File: src/rtl/pec_pkg.sv
package pec_pkg;

    // Configuration word as stored in register 0
    typedef struct packed {
        logic [7:0] thresh;
        logic [1:0] spare;
        logic       inv;
        logic       enable;
        logic       int_en;
        logic       edge_md;
        logic       os_en;
        logic       usr_en;
        logic [7:0] umask;
        logic [7:0] code;
    } pec_cfg_t;

    typedef enum logic [1:0] {
        REG_CFG    = 2'd0,
        REG_CNT_LO = 2'd1,
        REG_CNT_HI = 2'd2,
        REG_STAT   = 2'd3
    } pec_addr_e;

endpackage

File: src/rtl/pec_event_sel.sv
module pec_event_sel #(
    parameter int NUM_SRC = 4,
    parameter int LANES   = 8,
    parameter int LANE_W  = 3,
    parameter int SUM_W   = 3
) (
    input  logic [NUM_SRC*LANES*LANE_W-1:0] evt_i,
    input  logic [7:0]                      code_i,
    input  logic [LANES-1:0]                umask_i,
    output logic [SUM_W-1:0]                cnt_o
);
    localparam int IDX_W = (NUM_SRC > 1) ? $clog2(NUM_SRC) : 1;
    localparam int ACC_W = LANE_W + $clog2(LANES) + 1;
    localparam int SAT   = (1 << SUM_W) - 1;

    logic [LANE_W-1:0] lane_v [NUM_SRC][LANES];
    logic [LANES-1:0]  lane_pick;
    logic              src_hit;
    logic [IDX_W-1:0]  src_idx;
    logic [ACC_W-1:0]  acc;

    // unpack the flat event bus into source/lane form
    for (genvar s = 0; s < NUM_SRC; s++) begin : g_src
        for (genvar l = 0; l < LANES; l++) begin : g_lane
            assign lane_v[s][l] = evt_i[(s*LANES+l)*LANE_W +: LANE_W];
        end
    end

    always_comb begin
        src_hit   = ({24'd0, code_i} < NUM_SRC);
        src_idx   = code_i[IDX_W-1:0];
        lane_pick = (umask_i == '0) ? '1 : umask_i;
        acc       = '0;
        if (src_hit) begin
            for (int l = 0; l < LANES; l++) begin
                if (lane_pick[l]) begin
                    acc = acc + ACC_W'(lane_v[src_idx][l]);
                end
            end
        end
        cnt_o = (acc > ACC_W'(SAT)) ? SUM_W'(SAT) : acc[SUM_W-1:0];
    end

endmodule

File: src/rtl/pec_qualify.sv
module pec_qualify #(
    parameter int SUM_W = 3,
    parameter int THR_W = 8
) (
    input  logic             clk,
    input  logic             rst_n,
    input  logic [SUM_W-1:0] cnt_i,
    input  logic [THR_W-1:0] thresh_i,
    input  logic             inv_i,
    input  logic             edge_i,
    input  logic             enable_i,
    input  logic             os_en_i,
    input  logic             usr_en_i,
    input  logic [1:0]       priv_i,
    input  logic             clr_prev_i,
    output logic [SUM_W-1:0] inc_o
);
    typedef struct packed {
        logic prev;
    } qual_state_t;

    qual_state_t st_d, st_q;
    logic        priv_ok;
    logic        gate;
    logic        cmp_ge;
    logic        base_cond;
    logic        qual_cond;

    always_comb begin
        st_d      = st_q;
        priv_ok   = (priv_i == 2'd0) ? os_en_i : usr_en_i;
        gate      = enable_i & priv_ok;
        cmp_ge    = ({{THR_W{1'b0}}, cnt_i} >= {{SUM_W{1'b0}}, thresh_i});
        if (thresh_i == '0) begin
            base_cond = (cnt_i != '0);
        end else begin
            base_cond = inv_i ? ~cmp_ge : cmp_ge;
        end
        qual_cond = base_cond & gate;

        if (edge_i) begin
            inc_o = SUM_W'(qual_cond & ~st_q.prev);
        end else if (thresh_i == '0) begin
            inc_o = gate ? cnt_i : '0;
        end else begin
            inc_o = SUM_W'(qual_cond);
        end

        st_d.prev = clr_prev_i ? 1'b0 : qual_cond;
    end

    always_ff @(posedge clk or negedge rst_n) begin
        if (!rst_n) begin
            st_q <= '0;
        end else begin
            st_q <= st_d;
        end
    end

    // a held condition never produces a second increment
    assert_edge_once_R5: assert property (@(posedge clk) disable iff (!rst_n)
        (edge_i && st_q.prev) |-> (inc_o == '0));

    // no privilege enable, no increment
    assert_priv_block_R6: assert property (@(posedge clk) disable iff (!rst_n)
        (!os_en_i && !usr_en_i) |-> (inc_o == '0));

    // a nonzero threshold turns the increment into a single step
    assert_thresh_step_R3: assert property (@(posedge clk) disable iff (!rst_n)
        (thresh_i != '0) |-> (inc_o <= SUM_W'(1)));

endmodule

File: src/rtl/pec_accum.sv
module pec_accum #(
    parameter int CW     = 40,
    parameter int DATA_W = 32,
    parameter int INC_W  = 3
) (
    input  logic              clk,
    input  logic              rst_n,
    input  logic [INC_W-1:0]  inc_i,
    input  logic              ld_lo_i,
    input  logic              ld_hi_i,
    input  logic [DATA_W-1:0] ld_data_i,
    input  logic              clr_ovf_i,
    output logic [CW-1:0]     cnt_o,
    output logic              ovf_o
);
    localparam int HI_W = CW - DATA_W;

    typedef struct packed {
        logic [CW-1:0] cnt;
        logic          ovf;
    } acc_state_t;

    acc_state_t  st_d, st_q;
    logic [CW:0] sum;
    logic        carry;

    always_comb begin
        st_d  = st_q;
        sum   = {1'b0, st_q.cnt} + {{(CW+1-INC_W){1'b0}}, inc_i};
        carry = 1'b0;
        if (ld_lo_i) begin
            st_d.cnt[DATA_W-1:0] = ld_data_i;
        end else if (ld_hi_i) begin
            st_d.cnt[CW-1:DATA_W] = ld_data_i[HI_W-1:0];
        end else begin
            st_d.cnt = sum[CW-1:0];
            carry    = sum[CW];
        end
        st_d.ovf = carry | (st_q.ovf & ~clr_ovf_i);
    end

    always_ff @(posedge clk or negedge rst_n) begin
        if (!rst_n) begin
            st_q <= '0;
        end else begin
            st_q <= st_d;
        end
    end

    assign cnt_o = st_q.cnt;
    assign ovf_o = st_q.ovf;

    // wrapping past the top sets the flag
    assert_wrap_sets_ovf_R9: assert property (@(posedge clk) disable iff (!rst_n)
        (!ld_lo_i && !ld_hi_i && (st_q.cnt == '1) && (inc_i != '0)) |=> st_q.ovf);

    // the flag stays until cleared
    assert_ovf_sticky_R9: assert property (@(posedge clk) disable iff (!rst_n)
        (st_q.ovf && !clr_ovf_i) |=> st_q.ovf);

    // a low-half preset lands intact
    assert_preset_lo_R8: assert property (@(posedge clk) disable iff (!rst_n)
        ld_lo_i |=> (st_q.cnt[DATA_W-1:0] == $past(ld_data_i)));

endmodule

File: src/rtl/perf_event_counter.sv
module perf_event_counter
    import pec_pkg::*;
#(
    parameter int NUM_SRC = 4,
    parameter int LANES   = 8,
    parameter int LANE_W  = 3,
    parameter int CW      = 40,
    parameter int DATA_W  = 32
) (
    input  logic                            clk,
    input  logic                            rst_n,
    input  logic [NUM_SRC*LANES*LANE_W-1:0] evt_i,
    input  logic [1:0]                      priv_i,
    input  logic                            wr_en_i,
    input  logic [1:0]                      wr_addr_i,
    input  logic [DATA_W-1:0]               wr_data_i,
    input  logic [1:0]                      rd_addr_i,
    output logic [DATA_W-1:0]               rd_data_o,
    output logic                            irq_o
);
    localparam int SUM_W = LANE_W;
    localparam int HI_W  = CW - DATA_W;

    pec_cfg_t         cfg_d, cfg_q;
    logic [SUM_W-1:0] sel_cnt;
    logic [SUM_W-1:0] inc;
    logic [CW-1:0]    cnt;
    logic             ovf;
    logic             wr_cfg, wr_lo, wr_hi, wr_stat;

    always_comb begin
        wr_cfg  = wr_en_i && (wr_addr_i == REG_CFG);
        wr_lo   = wr_en_i && (wr_addr_i == REG_CNT_LO);
        wr_hi   = wr_en_i && (wr_addr_i == REG_CNT_HI);
        wr_stat = wr_en_i && (wr_addr_i == REG_STAT);
        cfg_d   = cfg_q;
        if (wr_cfg) begin
            cfg_d = pec_cfg_t'(wr_data_i);
        end
    end

    always_ff @(posedge clk or negedge rst_n) begin
        if (!rst_n) begin
            cfg_q <= '0;
        end else begin
            cfg_q <= cfg_d;
        end
    end

    pec_event_sel #(
        .NUM_SRC (NUM_SRC),
        .LANES   (LANES),
        .LANE_W  (LANE_W),
        .SUM_W   (SUM_W)
    ) u_sel (
        .evt_i   (evt_i),
        .code_i  (cfg_q.code),
        .umask_i (cfg_q.umask),
        .cnt_o   (sel_cnt)
    );

    pec_qualify #(
        .SUM_W (SUM_W),
        .THR_W (8)
    ) u_qual (
        .clk        (clk),
        .rst_n      (rst_n),
        .cnt_i      (sel_cnt),
        .thresh_i   (cfg_q.thresh),
        .inv_i      (cfg_q.inv),
        .edge_i     (cfg_q.edge_md),
        .enable_i   (cfg_q.enable),
        .os_en_i    (cfg_q.os_en),
        .usr_en_i   (cfg_q.usr_en),
        .priv_i     (priv_i),
        .clr_prev_i (wr_cfg),
        .inc_o      (inc)
    );

    pec_accum #(
        .CW     (CW),
        .DATA_W (DATA_W),
        .INC_W  (SUM_W)
    ) u_acc (
        .clk       (clk),
        .rst_n     (rst_n),
        .inc_i     (inc),
        .ld_lo_i   (wr_lo),
        .ld_hi_i   (wr_hi),
        .ld_data_i (wr_data_i),
        .clr_ovf_i (wr_stat & wr_data_i[0]),
        .cnt_o     (cnt),
        .ovf_o     (ovf)
    );

    always_comb begin
        unique case (pec_addr_e'(rd_addr_i))
            REG_CFG:    rd_data_o = DATA_W'(cfg_q);
            REG_CNT_LO: rd_data_o = cnt[DATA_W-1:0];
            REG_CNT_HI: rd_data_o = {{(DATA_W-HI_W){1'b0}}, cnt[CW-1:DATA_W]};
            default:    rd_data_o = {{(DATA_W-1){1'b0}}, ovf};
        endcase
    end

    assign irq_o = ovf & cfg_q.int_en;

    // with the global enable clear and no write, the count holds
    assert_halt_R7: assert property (@(posedge clk) disable iff (!rst_n)
        (!cfg_q.enable && !wr_en_i) |=> $stable(cnt));

    // the interrupt needs its enable
    assert_irq_gate_R9: assert property (@(posedge clk) disable iff (!rst_n)
        irq_o |-> (cfg_q.int_en && ovf));

    // an out-of-range code contributes nothing
    assert_bad_code_R1: assert property (@(posedge clk) disable iff (!rst_n)
        ({24'd0, cfg_q.code} >= NUM_SRC) |-> (sel_cnt == '0));

endmodule

File: config.mk
export PLATFORM = sky130hd
export DESIGN_NAME = perf_event_counter
export DESIGN_NICKNAME = d
export VERILOG_FILES = /design/src/rtl/pec_pkg.sv /design/src/rtl/pec_event_sel.sv /design/src/rtl/pec_qualify.sv /design/src/rtl/pec_accum.sv /design/src/rtl/perf_event_counter.sv
export SDC_FILE = /design/constraint.sdc
export NUM_CORES = 1
export LEC_CHECK = 0
export ABC_AREA = 1
export CAP_MARGIN = 20
export CELL_PAD_IN_SITES_DETAIL_PLACEMENT = 1
export CELL_PAD_IN_SITES_GLOBAL_PLACEMENT = 1
export CORE_ASPECT_RATIO = 0.9
export CORE_MARGIN = 5
export CORE_UTILIZATION = 38
export DETAILED_ROUTE_END_ITERATION = 10
export PLACE_DENSITY_LB_ADDON = 0.1
export SLEW_MARGIN = 15
export SYNTH_ARGS = -nofsm -noshare
export SYNTH_HDL_FRONTEND = slang
export SYNTH_SLANG_ARGS = --single-unit
File: constraint.sdc
create_clock -name clk -period 31.1 [get_ports clk]
set_clock_uncertainty 0.2 [all_clocks]
set_input_delay 4.665 -clock clk [delete_from_list [all_inputs] [get_ports clk]]
set_output_delay 4.665 -clock clk [all_outputs]
set_load 0.01 [all_outputs]
==> impl_metrics.yaml <==
worst_setup_path:
  critPathLaunchType: "primary input"
  end_kind: "register"
  critPathKind: "in -> reg"
  cp_data_required_time_ns: 31.12
  cp.arrival_ns: 16.60
  cpPeakStageDelay_ns: 0.52
  ff2ff_path_depth: 68
  regToRegSetupSlack_ns: 17.93
  r2r_end: "u_acc.cnt_o[37]"
  r2r_start: "cfg_q[0]"
  cp_max_fo: 4
  slowest_stage: "fa_1"
  worst_path_most_repeated_cell: "inv_1"
route:
  wl_um: 25900
  drt.antenna.violating_nets: 0
  first_pass_iters: 5
  first_iter_violations: 534
  drcViolationCount: 0
  avgViaCountPerCell: 5.39
  vias: 7713
  wl_per_cell_um: 18.1
power:
  leakage_nw: 4.14
  vdd_drop_max_mv: 0.0267
  powerDensity_nw_per_um2: 61.4
  total_power_uw: 559
floorplan:
  core_area_um2: 17700
  rows: 46
  floorplan.die_area_um2: 20900
  die_w_um: 152
  start_util_pct: 38.9
  ios: 170
  die_h_um: 138
finish:
  n_antenna_cell: 0
  drive_gt1_share_pct: 6.63
  final_cells: 1432
  layout.nets: 1359
  finalCoreUtilization_pct: 51.5
  syn2layout_area_growth_pct: 32.6
  final_area_um2: 9100
logic_synthesis:
  synth.distinct_cells: 45
  yosys-top-cells-area: "dfrtp_1, o21ai_0, nand2_1, inv_1, nor2_1"
  netlist.area_leader.share_pct: 27.0
  yosysSeqAreaShare_pct: 27.0
  synth_top_cell_by_area: "dfrtp_1"
  postSynthCellCount: 1041
  syn_area_per_cell_um2: 6.60
  synth_ff_type: "dfrtp_1"
  synth_common_cells: "nand2_1, o21ai_0, inv_1, nor2_1, dfrtp_1"
  yosysMostFrequentCell: "nand2_1"
  ys_seq_elements: 74
  synth_nets: 1212
  synth_edf_count: 0
  yosysWarnings: 0
  syn_area_um2: 6870
  ys_async_sr_fraction_pct: 100
min_path:
  min_path_type: "reg -> reg"
  holdPathStages: 2
  hold_start: "cfg_q[22]"
  hold_end: "cfg_q[22]"
sta:
  drv_slew: 0
  setup_viol: 0
  tns_ns: 0
  worst_slack_ns: 14.52
  rsz0062_at_grt: "false"
  maxSlewHeadroom_pct: 26.3
  tightestPinTransition_ns: 1.10
  whs_ns: 0.302
  fin_crit_sh_pct: 53.3
  hold_violations: 0
  period_minus_slack_ns: 16.58
  fmax_mhz: 60.3
global_routing:
  grt_pass1_vias: 7670
  busiest_layer: "met2"
  grt_max_degree: 61
  grtUsageMet1_pct: 37.1
  antenna_found_initial: 0
  grt_use_total_pct: 24.8
  grt-ovfl-total: 0
  grtUsageMet3_pct: 3.68
  grt_use_met2_pct: 38.8
  grt_pass1_wl_um: 40900
clocking:
  cts_setup_buffers: 0
  path_clk_slew_ns: 0.06
  cts_resized: 0
  cts.sinks: 74
  cts_buffers: 9
  cts_root_buf: "clkbuf_16"
  cts_tree: "yes"
  clockBufferDepth: 2
  cts_hold_buf: 0
  cts_htree_levels: 3
  clk_latency_ns: 0.35
place:
  gp_congestion: 0.903
  dp_hpwl_um: 20500
  port_buffers: 169
  dp.cells: 1417
  dp_slack_ns: 14.18
  placed_area_um2: 8780
outcome:
  run_status: "completed"
job:
  drv_cap: 0
==> worst max-delay path: cells and delay by family <==
family / cells / cell delay, ns
XOR/XNOR: 1 / 0.16
AND/OR/NAND/NOR: 29 / 4.42
buffers and inverters: 12 / 1.23
AO/OA/AOI/OAI: 15 / 2.49
adder cells (fa/ha/maj): 10 / 3.61
==> flip-flops by register name, indices dropped and copies added (netlist names) <==
register,flops
u_acc.cnt_o,40
u_qual.st_q,1
cfg_q,32
u_acc.ovf_o,1
==> final cells by class <==
type,count,area [um^2]
clock buffer,11,253
clock inverter,4,75.1
tap,240,300
inverter,149,562
fill,2307,8560
timing repair buffer,177,1750
sequential,74,1850
multi-input combinational,777,4310
==> worst max-delay path by stage <==
stage	startpoint	end	slack, ns	depth (start not counted)
final	evt_i[72]	u_acc.cnt_o[37]	14.52	67
after global routing	evt_i[72]	u_acc.cnt_o[37]	13.32	67
after CTS	evt_i[72]	u_acc.cnt_o[37]	14.50	67
after detailed placement	evt_i[48]	u_acc.cnt_o[37]	14.18	67
after global placement	evt_i[48]	u_acc.cnt_o[37]	14.59	67
after floorplan	evt_i[72]	u_acc.cnt_o[37]	16.20	66
==> metal layers <==
| layer | part of all wire [%] | wire length, um | vias up |
|---|---|---|---|
| met5 | 0 | 0 | - |
| met3 | 4.6 | 1180 | 18 |
| met2 | 45 | 11700 | 165 |
| li1 | - | - | 3765 |
| met4 | 0.77 | 200 | 0 |
| met1 | 50 | 12800 | 3765 |
==> cell families (layout without fill, tap and decap cells) <==
group | Yosys count | after routing | share of synthesized area, %
AND/OR/NAND/NOR | 436 | 436 | 28.6
buffers and inverters | 190 | 341 | 10.5
AO/OA/AOI/OAI | 270 | 270 | 22.2
flip-flops | 74 | 74 | 27.0
adder cells (fa/ha/maj) | 34 | 34 | 7.07
XOR/XNOR | 37 | 37 | 4.72
==> power by group <==
| part | leakage (nW) | total, mW | switching, mW | internal (mW) |
|---|---|---|---|---|
| clock network | 0.154 | 0.117 | 0.0432 | 0.0742 |
| registers | 0.894 | 0.133 | 0.0185 | 0.114 |
| logic | 3.09 | 0.308 | 0.189 | 0.119 |
| total | 4.14 | 0.559 | 0.251 | 0.308 |
==> placed cells by master (no fill, tap or decap), types with 10 or more instances in the layout <==
| cell type | n |
|---|---|
| nor2_1 | 119 |
| nand4_1 | 11 |
| inv_1 | 133 |
| nand3_1 | 43 |
| xor2_1 | 37 |
| o22ai_1 | 53 |
| ha_1 | 26 |
| nand2_2 | 11 |
| dfrtp_1 | 74 |
| nor3_1 | 18 |
| nand2_1 | 192 |
| inv_2 | 11 |
| o21ai_0 | 144 |
| a21oi_1 | 36 |
| nand3_2 | 10 |
| clkdlybuf4s50_1 | 168 |
Note: power is estimated with default switching activity, not from simulation.
